File: src/rtl/mpwm_pkg.sv
package mpwm_pkg;

   // Each channel window is 2**WIN_SHIFT bytes wide.
   localparam int unsigned WIN_SHIFT = 5;

   localparam logic [WIN_SHIFT-1:0] OFS_DIV  = 5'h00;
   localparam logic [WIN_SHIFT-1:0] OFS_TOP  = 5'h04;
   localparam logic [WIN_SHIFT-1:0] OFS_HIGH = 5'h08;
   localparam logic [WIN_SHIFT-1:0] OFS_RUN  = 5'h18;

   typedef enum logic [2:0] {
      SEL_NONE = 3'd0,
      SEL_DIV  = 3'd1,
      SEL_TOP  = 3'd2,
      SEL_HIGH = 3'd3,
      SEL_RUN  = 3'd4
   } reg_sel_e;

   function automatic reg_sel_e decode_ofs(input logic [WIN_SHIFT-1:0] ofs);
      case (ofs)
         OFS_DIV:  return SEL_DIV;
         OFS_TOP:  return SEL_TOP;
         OFS_HIGH: return SEL_HIGH;
         OFS_RUN:  return SEL_RUN;
         default:  return SEL_NONE;
      endcase
   endfunction

endpackage

File: src/rtl/mpwm_addr_dec.sv
module mpwm_addr_dec
   import mpwm_pkg::*;
#(
   parameter int NUM_CH   = 4,
   parameter int ADDR_W   = 8,
   parameter int CH_IDX_W = 2
) (
   input  logic [ADDR_W-1:0]   addr,
   input  logic                we,
   output logic [NUM_CH-1:0]   ch_we,
   output logic [CH_IDX_W-1:0] ch_idx,
   output reg_sel_e            sel,
   output logic                hit
);
   localparam int HI_W = ADDR_W - WIN_SHIFT;

   logic [HI_W-1:0] win;
   reg_sel_e        sel_raw;
   logic            win_ok;

   assign win     = addr[ADDR_W-1:WIN_SHIFT];
   assign sel_raw = decode_ofs(addr[WIN_SHIFT-1:0]);
   assign win_ok  = (32'(win) < NUM_CH);
   assign hit     = win_ok && (sel_raw != SEL_NONE);
   assign sel     = hit ? sel_raw : SEL_NONE;
   assign ch_idx  = win[CH_IDX_W-1:0];

   for (genvar c = 0; c < NUM_CH; c++) begin : g_we
      assign ch_we[c] = we && hit && (32'(win) == c);
   end

endmodule

File: src/rtl/mpwm_chan_regs.sv
module mpwm_chan_regs
   import mpwm_pkg::*;
#(
   parameter int DIV_W  = 8,
   parameter int TOP_W  = 8,
   parameter int HIGH_W = 16
) (
   input  logic              clk,
   input  logic              rst_n,
   input  logic              wr,
   input  reg_sel_e          sel,
   input  logic [HIGH_W-1:0] wdata,
   input  logic              apply,
   output logic [DIV_W-1:0]  stg_div,
   output logic [TOP_W-1:0]  stg_top,
   output logic [HIGH_W-1:0] stg_high,
   output logic              run,
   output logic [DIV_W-1:0]  pnd_div,
   output logic [TOP_W-1:0]  pnd_top,
   output logic [HIGH_W-1:0] pnd_high,
   output logic              pnd_vld
);
   logic commit_wr;
   assign commit_wr = wr && (sel == SEL_HIGH);

   // Staged registers as seen by software.
   always_ff @(posedge clk or negedge rst_n) begin
      if (!rst_n) begin
         stg_div  <= '0;
         stg_top  <= '0;
         stg_high <= '0;
         run      <= 1'b0;
      end else if (wr) begin
         case (sel)
            SEL_DIV:  stg_div  <= wdata[DIV_W-1:0];
            SEL_TOP:  stg_top  <= wdata[TOP_W-1:0];
            SEL_HIGH: stg_high <= wdata;
            SEL_RUN:  run      <= wdata[0];
            default:  ;
         endcase
      end
   end

   // Pending set: frozen at the HIGH write, consumed at a boundary.
   always_ff @(posedge clk or negedge rst_n) begin
      if (!rst_n) begin
         pnd_div  <= '0;
         pnd_top  <= '0;
         pnd_high <= '0;
         pnd_vld  <= 1'b0;
      end else begin
         if (commit_wr) begin
            pnd_div  <= stg_div;
            pnd_top  <= stg_top;
            pnd_high <= wdata;
         end
         if (commit_wr)
            pnd_vld <= 1'b1;
         else if (apply)
            pnd_vld <= 1'b0;
      end
   end

endmodule

File: src/rtl/mpwm_chan_engine.sv
module mpwm_chan_engine #(
   parameter int DIV_W  = 8,
   parameter int TOP_W  = 8,
   parameter int HIGH_W = 16
) (
   input  logic              clk,
   input  logic              rst_n,
   input  logic              run,
   input  logic              pnd_vld,
   input  logic [DIV_W-1:0]  pnd_div,
   input  logic [TOP_W-1:0]  pnd_top,
   input  logic [HIGH_W-1:0] pnd_high,
   output logic              apply,
   output logic              pwm
);
   localparam int CMP_W = (TOP_W > HIGH_W) ? TOP_W : HIGH_W;

   logic [DIV_W-1:0]  act_div;
   logic [TOP_W-1:0]  act_top;
   logic [HIGH_W-1:0] act_high;
   logic [DIV_W-1:0]  pre_cnt;
   logic [TOP_W-1:0]  step;
   logic              tick, last_step, wrap;

   assign tick      = (pre_cnt == act_div);
   assign last_step = (act_top == '0) || (step == act_top - TOP_W'(1));
   assign wrap      = run && tick && last_step;
   assign apply     = pnd_vld && (!run || wrap);

   always_ff @(posedge clk or negedge rst_n) begin
      if (!rst_n) begin
         act_div  <= '0;
         act_top  <= '0;
         act_high <= '0;
      end else if (apply) begin
         act_div  <= pnd_div;
         act_top  <= pnd_top;
         act_high <= pnd_high;
      end
   end

   always_ff @(posedge clk or negedge rst_n) begin
      if (!rst_n) begin
         pre_cnt <= '0;
         step    <= '0;
      end else if (!run || wrap) begin
         pre_cnt <= '0;
         step    <= '0;
      end else if (tick) begin
         pre_cnt <= '0;
         step    <= step + TOP_W'(1);
      end else begin
         pre_cnt <= pre_cnt + DIV_W'(1);
      end
   end

   assign pwm = run && (act_top != '0) && (CMP_W'(step) < CMP_W'(act_high));

endmodule

File: src/rtl/mpwm_ctrl.sv
module mpwm_ctrl
   import mpwm_pkg::*;
#(
   parameter int NUM_CH = 4,
   parameter int ADDR_W = 8,
   parameter int DATA_W = 32,
   parameter int DIV_W  = 8,
   parameter int TOP_W  = 8,
   parameter int HIGH_W = 16,
   parameter bit RD_REG = 1'b1
) (
   input  logic              clk,
   input  logic              rst_n,
   input  logic [ADDR_W-1:0] bus_addr,
   input  logic [DATA_W-1:0] bus_wdata,
   input  logic              bus_we,
   input  logic              bus_re,
   output logic [DATA_W-1:0] bus_rdata,
   output logic [NUM_CH-1:0] pwm_out
);
   localparam int CH_IDX_W = (NUM_CH > 1) ? $clog2(NUM_CH) : 1;

   // Elaboration-time parameter checks
   if (NUM_CH < 1) begin : g_bad_ch
      $error("mpwm_ctrl: NUM_CH must be at least 1");
   end
   if (ADDR_W < int'(WIN_SHIFT) + CH_IDX_W) begin : g_bad_addr
      $error("mpwm_ctrl: ADDR_W too narrow for NUM_CH windows");
   end
   if (HIGH_W < DIV_W || HIGH_W < TOP_W) begin : g_bad_w
      $error("mpwm_ctrl: HIGH_W must cover DIV_W and TOP_W");
   end
   if (DATA_W < HIGH_W) begin : g_bad_data
      $error("mpwm_ctrl: DATA_W must cover HIGH_W");
   end

   logic [NUM_CH-1:0]   ch_we;
   logic [CH_IDX_W-1:0] dec_idx;
   reg_sel_e            dec_sel;
   logic                dec_hit;
   logic [HIGH_W-1:0]   wdata_eff;

   logic [DIV_W-1:0]  stg_div  [NUM_CH];
   logic [TOP_W-1:0]  stg_top  [NUM_CH];
   logic [HIGH_W-1:0] stg_high [NUM_CH];
   logic [NUM_CH-1:0] ch_run;
   logic [DIV_W-1:0]  pnd_div  [NUM_CH];
   logic [TOP_W-1:0]  pnd_top  [NUM_CH];
   logic [HIGH_W-1:0] pnd_high [NUM_CH];
   logic [NUM_CH-1:0] pnd_vld;
   logic [NUM_CH-1:0] ch_apply;
   logic [DATA_W-1:0] rd_val;

   assign wdata_eff = bus_wdata[HIGH_W-1:0];

   if (DATA_W > HIGH_W) begin : g_wpad
      logic unused_wpad;
      assign unused_wpad = ^bus_wdata[DATA_W-1:HIGH_W];
   end

   mpwm_addr_dec #(
      .NUM_CH   (NUM_CH),
      .ADDR_W   (ADDR_W),
      .CH_IDX_W (CH_IDX_W)
   ) u_dec (
      .addr   (bus_addr),
      .we     (bus_we),
      .ch_we  (ch_we),
      .ch_idx (dec_idx),
      .sel    (dec_sel),
      .hit    (dec_hit)
   );

   for (genvar c = 0; c < NUM_CH; c++) begin : g_ch
      mpwm_chan_regs #(
         .DIV_W  (DIV_W),
         .TOP_W  (TOP_W),
         .HIGH_W (HIGH_W)
      ) u_regs (
         .clk      (clk),
         .rst_n    (rst_n),
         .wr       (ch_we[c]),
         .sel      (dec_sel),
         .wdata    (wdata_eff),
         .apply    (ch_apply[c]),
         .stg_div  (stg_div[c]),
         .stg_top  (stg_top[c]),
         .stg_high (stg_high[c]),
         .run      (ch_run[c]),
         .pnd_div  (pnd_div[c]),
         .pnd_top  (pnd_top[c]),
         .pnd_high (pnd_high[c]),
         .pnd_vld  (pnd_vld[c])
      );

      mpwm_chan_engine #(
         .DIV_W  (DIV_W),
         .TOP_W  (TOP_W),
         .HIGH_W (HIGH_W)
      ) u_eng (
         .clk      (clk),
         .rst_n    (rst_n),
         .run      (ch_run[c]),
         .pnd_vld  (pnd_vld[c]),
         .pnd_div  (pnd_div[c]),
         .pnd_top  (pnd_top[c]),
         .pnd_high (pnd_high[c]),
         .apply    (ch_apply[c]),
         .pwm      (pwm_out[c])
      );
   end

   // Read multiplexer; unmapped addresses decode to SEL_NONE.
   always_comb begin
      rd_val = '0;
      if (dec_hit) begin
         case (dec_sel)
            SEL_DIV:  rd_val = DATA_W'(stg_div[dec_idx]);
            SEL_TOP:  rd_val = DATA_W'(stg_top[dec_idx]);
            SEL_HIGH: rd_val = DATA_W'(stg_high[dec_idx]);
            SEL_RUN:  rd_val = DATA_W'(ch_run[dec_idx]);
            default:  rd_val = '0;
         endcase
      end
   end

   if (RD_REG) begin : g_rd_reg
      always_ff @(posedge clk or negedge rst_n) begin
         if (!rst_n)
            bus_rdata <= '0;
         else if (bus_re)
            bus_rdata <= rd_val;
      end
   end else begin : g_rd_comb
      assign bus_rdata = bus_re ? rd_val : '0;
   end

endmodule

File: config.mk
export PLATFORM = sky130hd
export DESIGN_NAME = mpwm_ctrl
export DESIGN_NICKNAME = d
export VERILOG_FILES = /design/src/rtl/mpwm_pkg.sv /design/src/rtl/mpwm_addr_dec.sv /design/src/rtl/mpwm_chan_regs.sv /design/src/rtl/mpwm_chan_engine.sv /design/src/rtl/mpwm_ctrl.sv
export SDC_FILE = /design/constraint.sdc
export NUM_CORES = 1
export LEC_CHECK = 0
export ABC_AREA = 1
export BUFFER_PORTS_ARGS = -buffer_cell sky130_fd_sc_hd__buf_2
export CAP_MARGIN = 10
export CORE_MARGIN = 2
export CORE_UTILIZATION = 35
export DETAILED_ROUTE_END_ITERATION = 7
export PLACE_DENSITY = 0.61
export SYNTH_ARGS = -nofsm -noshare
export SYNTH_HDL_FRONTEND = slang
export SYNTH_SLANG_ARGS = --single-unit
File: constraint.sdc
create_clock -name clk -period 2.9 [get_ports clk]
set_input_delay 0.58 -clock clk [delete_from_list [all_inputs] [get_ports clk]]
set_output_delay 0.58 -clock clk [all_outputs]
set_load 0.005 [all_outputs]
==> flow_summary.ini <==
[timing]
rsz0062_at_grt = no
fin_crit_sh_pct = 95.7
period_minus_slack_ns = 2.78
skew_ns = 0.0161
finalSetupViolCount = 0
fin_ws_ns = 0.124
maxSlewHeadroom_pct = 21.9
hold_viol = 0
max_freq_mhz = 360
slew_violations = 0
holdWs_ns = 0.282
worst_slew_pin_slew_ns = 1.17

[cts]
cts_buffer_depth = 3
clk_pin_slew_worst_paths_ns = 0.06
cts_buffers = 45
clock-root-buffer = clkbuf_16
htreeDepth = 2
clk_latency_ns = 0.57
cts.sinks = 408
cts_tree = built

[synth]
ys.flop_type = dfrtp_1
syn-cell-area_sq_um = 19700
synth-edff-count = 0
syn_inst = 2368
ys_seq_area_share_pct = 51.8
avgSynthCellArea_sq_um = 8.33
synth_top_area_share_pct = 51.8
netlist_top_cells_area = dfrtp_1, nand2_1, inv_1
ys_types = 40
synth_warnings = 0
ys_async_sr_fraction_pct = 100
synth-seq-cells = 408
yosys.area.top_type = dfrtp_1

[setup_path]
worstPathArrival_ns = 2.20
cp-end-kind = primary output
startpoint_type = flip-flop
crit_fanout = 6
crit_type = reg2out
worstPathRequired_ns = 2.32
rr_worst_depth = 14

[finish]
post-route-util_pct = 39.6
finalInstanceArea_sq_um = 22200
area_growth_pct = 12.6
final_common_cell = nand2_1
fin_nets = 2486
layout-drive-gt1-share_pct = 8.56
final_cell_mix = nand2_1, dfrtp_1, inv_1, nor2_1, o21ai_0

[placed_design]
port_buffers = 47
placed_area_sq_um = 20700
dp_slack_ns = -0.0665
hpwl_microns = 39300
gp_congestion = 0.959

[floorplanning]
num_rows = 87
ios = 80
initial_core_util_pct = 35.2
die_area_sq_um = 58300
fp.dieH_microns = 241
die_w_microns = 241
core_area_sq_um = 56100

[power]
total_power_mw = 11.7
power_density_nw_per_um2 = 527
p_leak_nw = 10.9
peakVddDrop_uv = 412

[drt]
viasPerCell = 5.03
antenna_left = 0
first_pass_iters = 5
routedWlPerCell_microns = 16.9
drc_errors = 0
routed_wl_microns = 54000
drt-initial-drc-count = 1291
num_vias = 16022

[run_status]
outcome = finished clean

[hold_path]
hp-class = in2reg
hold_path_depth = 3

[grt]
grt.overflow.total = 0
grt_pass1_wl_microns = 86700
grt_pass1_vias = 15542
antenna_found_initial = 1
grt_usage_pct = 19.0
grt_max_degree = 91

[flow_run]
cap_viol_max_count = 0
## synth_stat cells (all sizes together), types with 29 or more instances
library cell    n
clkbuf         52
buf            75
nand4         141
xnor2          44
o21ai         207
o22ai          44
nand2         711
dfrtp         408
a21oi          48
ha             44
inv           249
nand3          68
xor2           29
nor2          172
## through the flow
stage	setup TNS, ns	instances
5_1_grt	0	3187
4_1_cts	0	3184
2_1_floorplan	0	2383
6_report	0	3187
3_3_place_gp	-0.109	3104
3_5_place_dp	-1.13	3104
## critical path: stages (launching register included)
cell      delay (ns)
dfrtp_2         0.46
ha_1            0.32
a21oi_1         0.12
o21ai_0         0.12
nand4_1         0.09
o211ai_1        0.17
a31oi_1         0.22
buf_2           0.14
## area by class of cell
type,count,area (sq um)
Clock inverter,11,97.6
Sequential cell,408,10200
Multi-Input combinational cell,1598,8010
Fill cell,5679,33900
Clock buffer,68,1340
Timing Repair Buffer,95,658
Antenna cell,1,2.50
Tap cell,756,946
Inverter,250,938
## flip-flops by register name, indices dropped and copies added, names as in the netlist, 32 cells and up
signal and flops:
g_ch.u_regs.pnd_div 32, g_ch.u_regs.stg_div 32, g_ch.u_eng.act_top 32, g_ch.u_regs.pnd_top 32
g_ch.u_eng.step 32, g_ch.u_eng.act_div 32, g_ch.u_regs.stg_top 32, g_ch.u_regs.pnd_high 48
g_ch.u_eng.act_high 64, g_ch.u_eng.pre_cnt 32
## cells by family after synthesis
kind of cell	synth area share (%)
fa+ha+maj	2.79
compound gates	9.31
other cells	0.0190
mux	0.228
simple gates	24.6
buf+inv	8.03
xor+xnor	3.24
flops	51.8
## repair_timing
item / 4_1_cts / 5_1_grt
gates resized for setup: 1 / 10
hold buffers: 1 / 0
buffers inserted: 0 / 2
pin swaps: 0 / 4
endpoints found under the hold margin: 48 / 0
setup endpoints to repair: 1 / 41
## final timing paths
path                                                       start                                       to  slack, ns
setup / recovery               g_ch[0].u_eng.step[3]$_DFFE_PN0P_                               pwm_out[0]       0.12
hold / removal                                     bus_wdata[14]  g_ch[1].u_regs.pnd_high[14]$_DFFE_PN0P_       0.28
setup reg to reg            g_ch[2].u_eng.act_top[0]$_DFFE_PN0P_        g_ch[2].u_eng.step[4]$_DFFE_PN0P_       0.42
hold reg to reg            g_ch[1].u_eng.act_high[7]$_DFFE_PN0P_    g_ch[1].u_eng.act_high[7]$_DFFE_PN0P_       0.47
max in group asynchronous                                  rst_n     g_ch[2].u_eng.act_div[3]$_DFFE_PN0P_       1.44
min in group asynchronous                                  rst_n       g_ch[0].u_eng.pre_cnt[7]$_DFF_PN0_       0.55
## power breakdown
group	total [mW]	internal [mW]	leakage (nW)	switching, mW
Clock	5.59	3.27	0.699	2.32
Sequential	5.74	5.72	5.24	0.0205
Combinational	0.373	0.0783	4.99	0.295
Total	11.7	9.08	10.9	2.63
## routing by layer
layer | wire [microns] | track usage [%] | part of all wire (%)
met1 | 24700 | 27.0 | 46
met3 | 3640 | 3.21 | 6.7
met5 | 37 | 0.589 | 0.069
met2 | 24000 | 29.1 | 44
met4 | 1620 | 6.83 | 3.0
No activity file was read; power rests on OpenSTA's default activity.
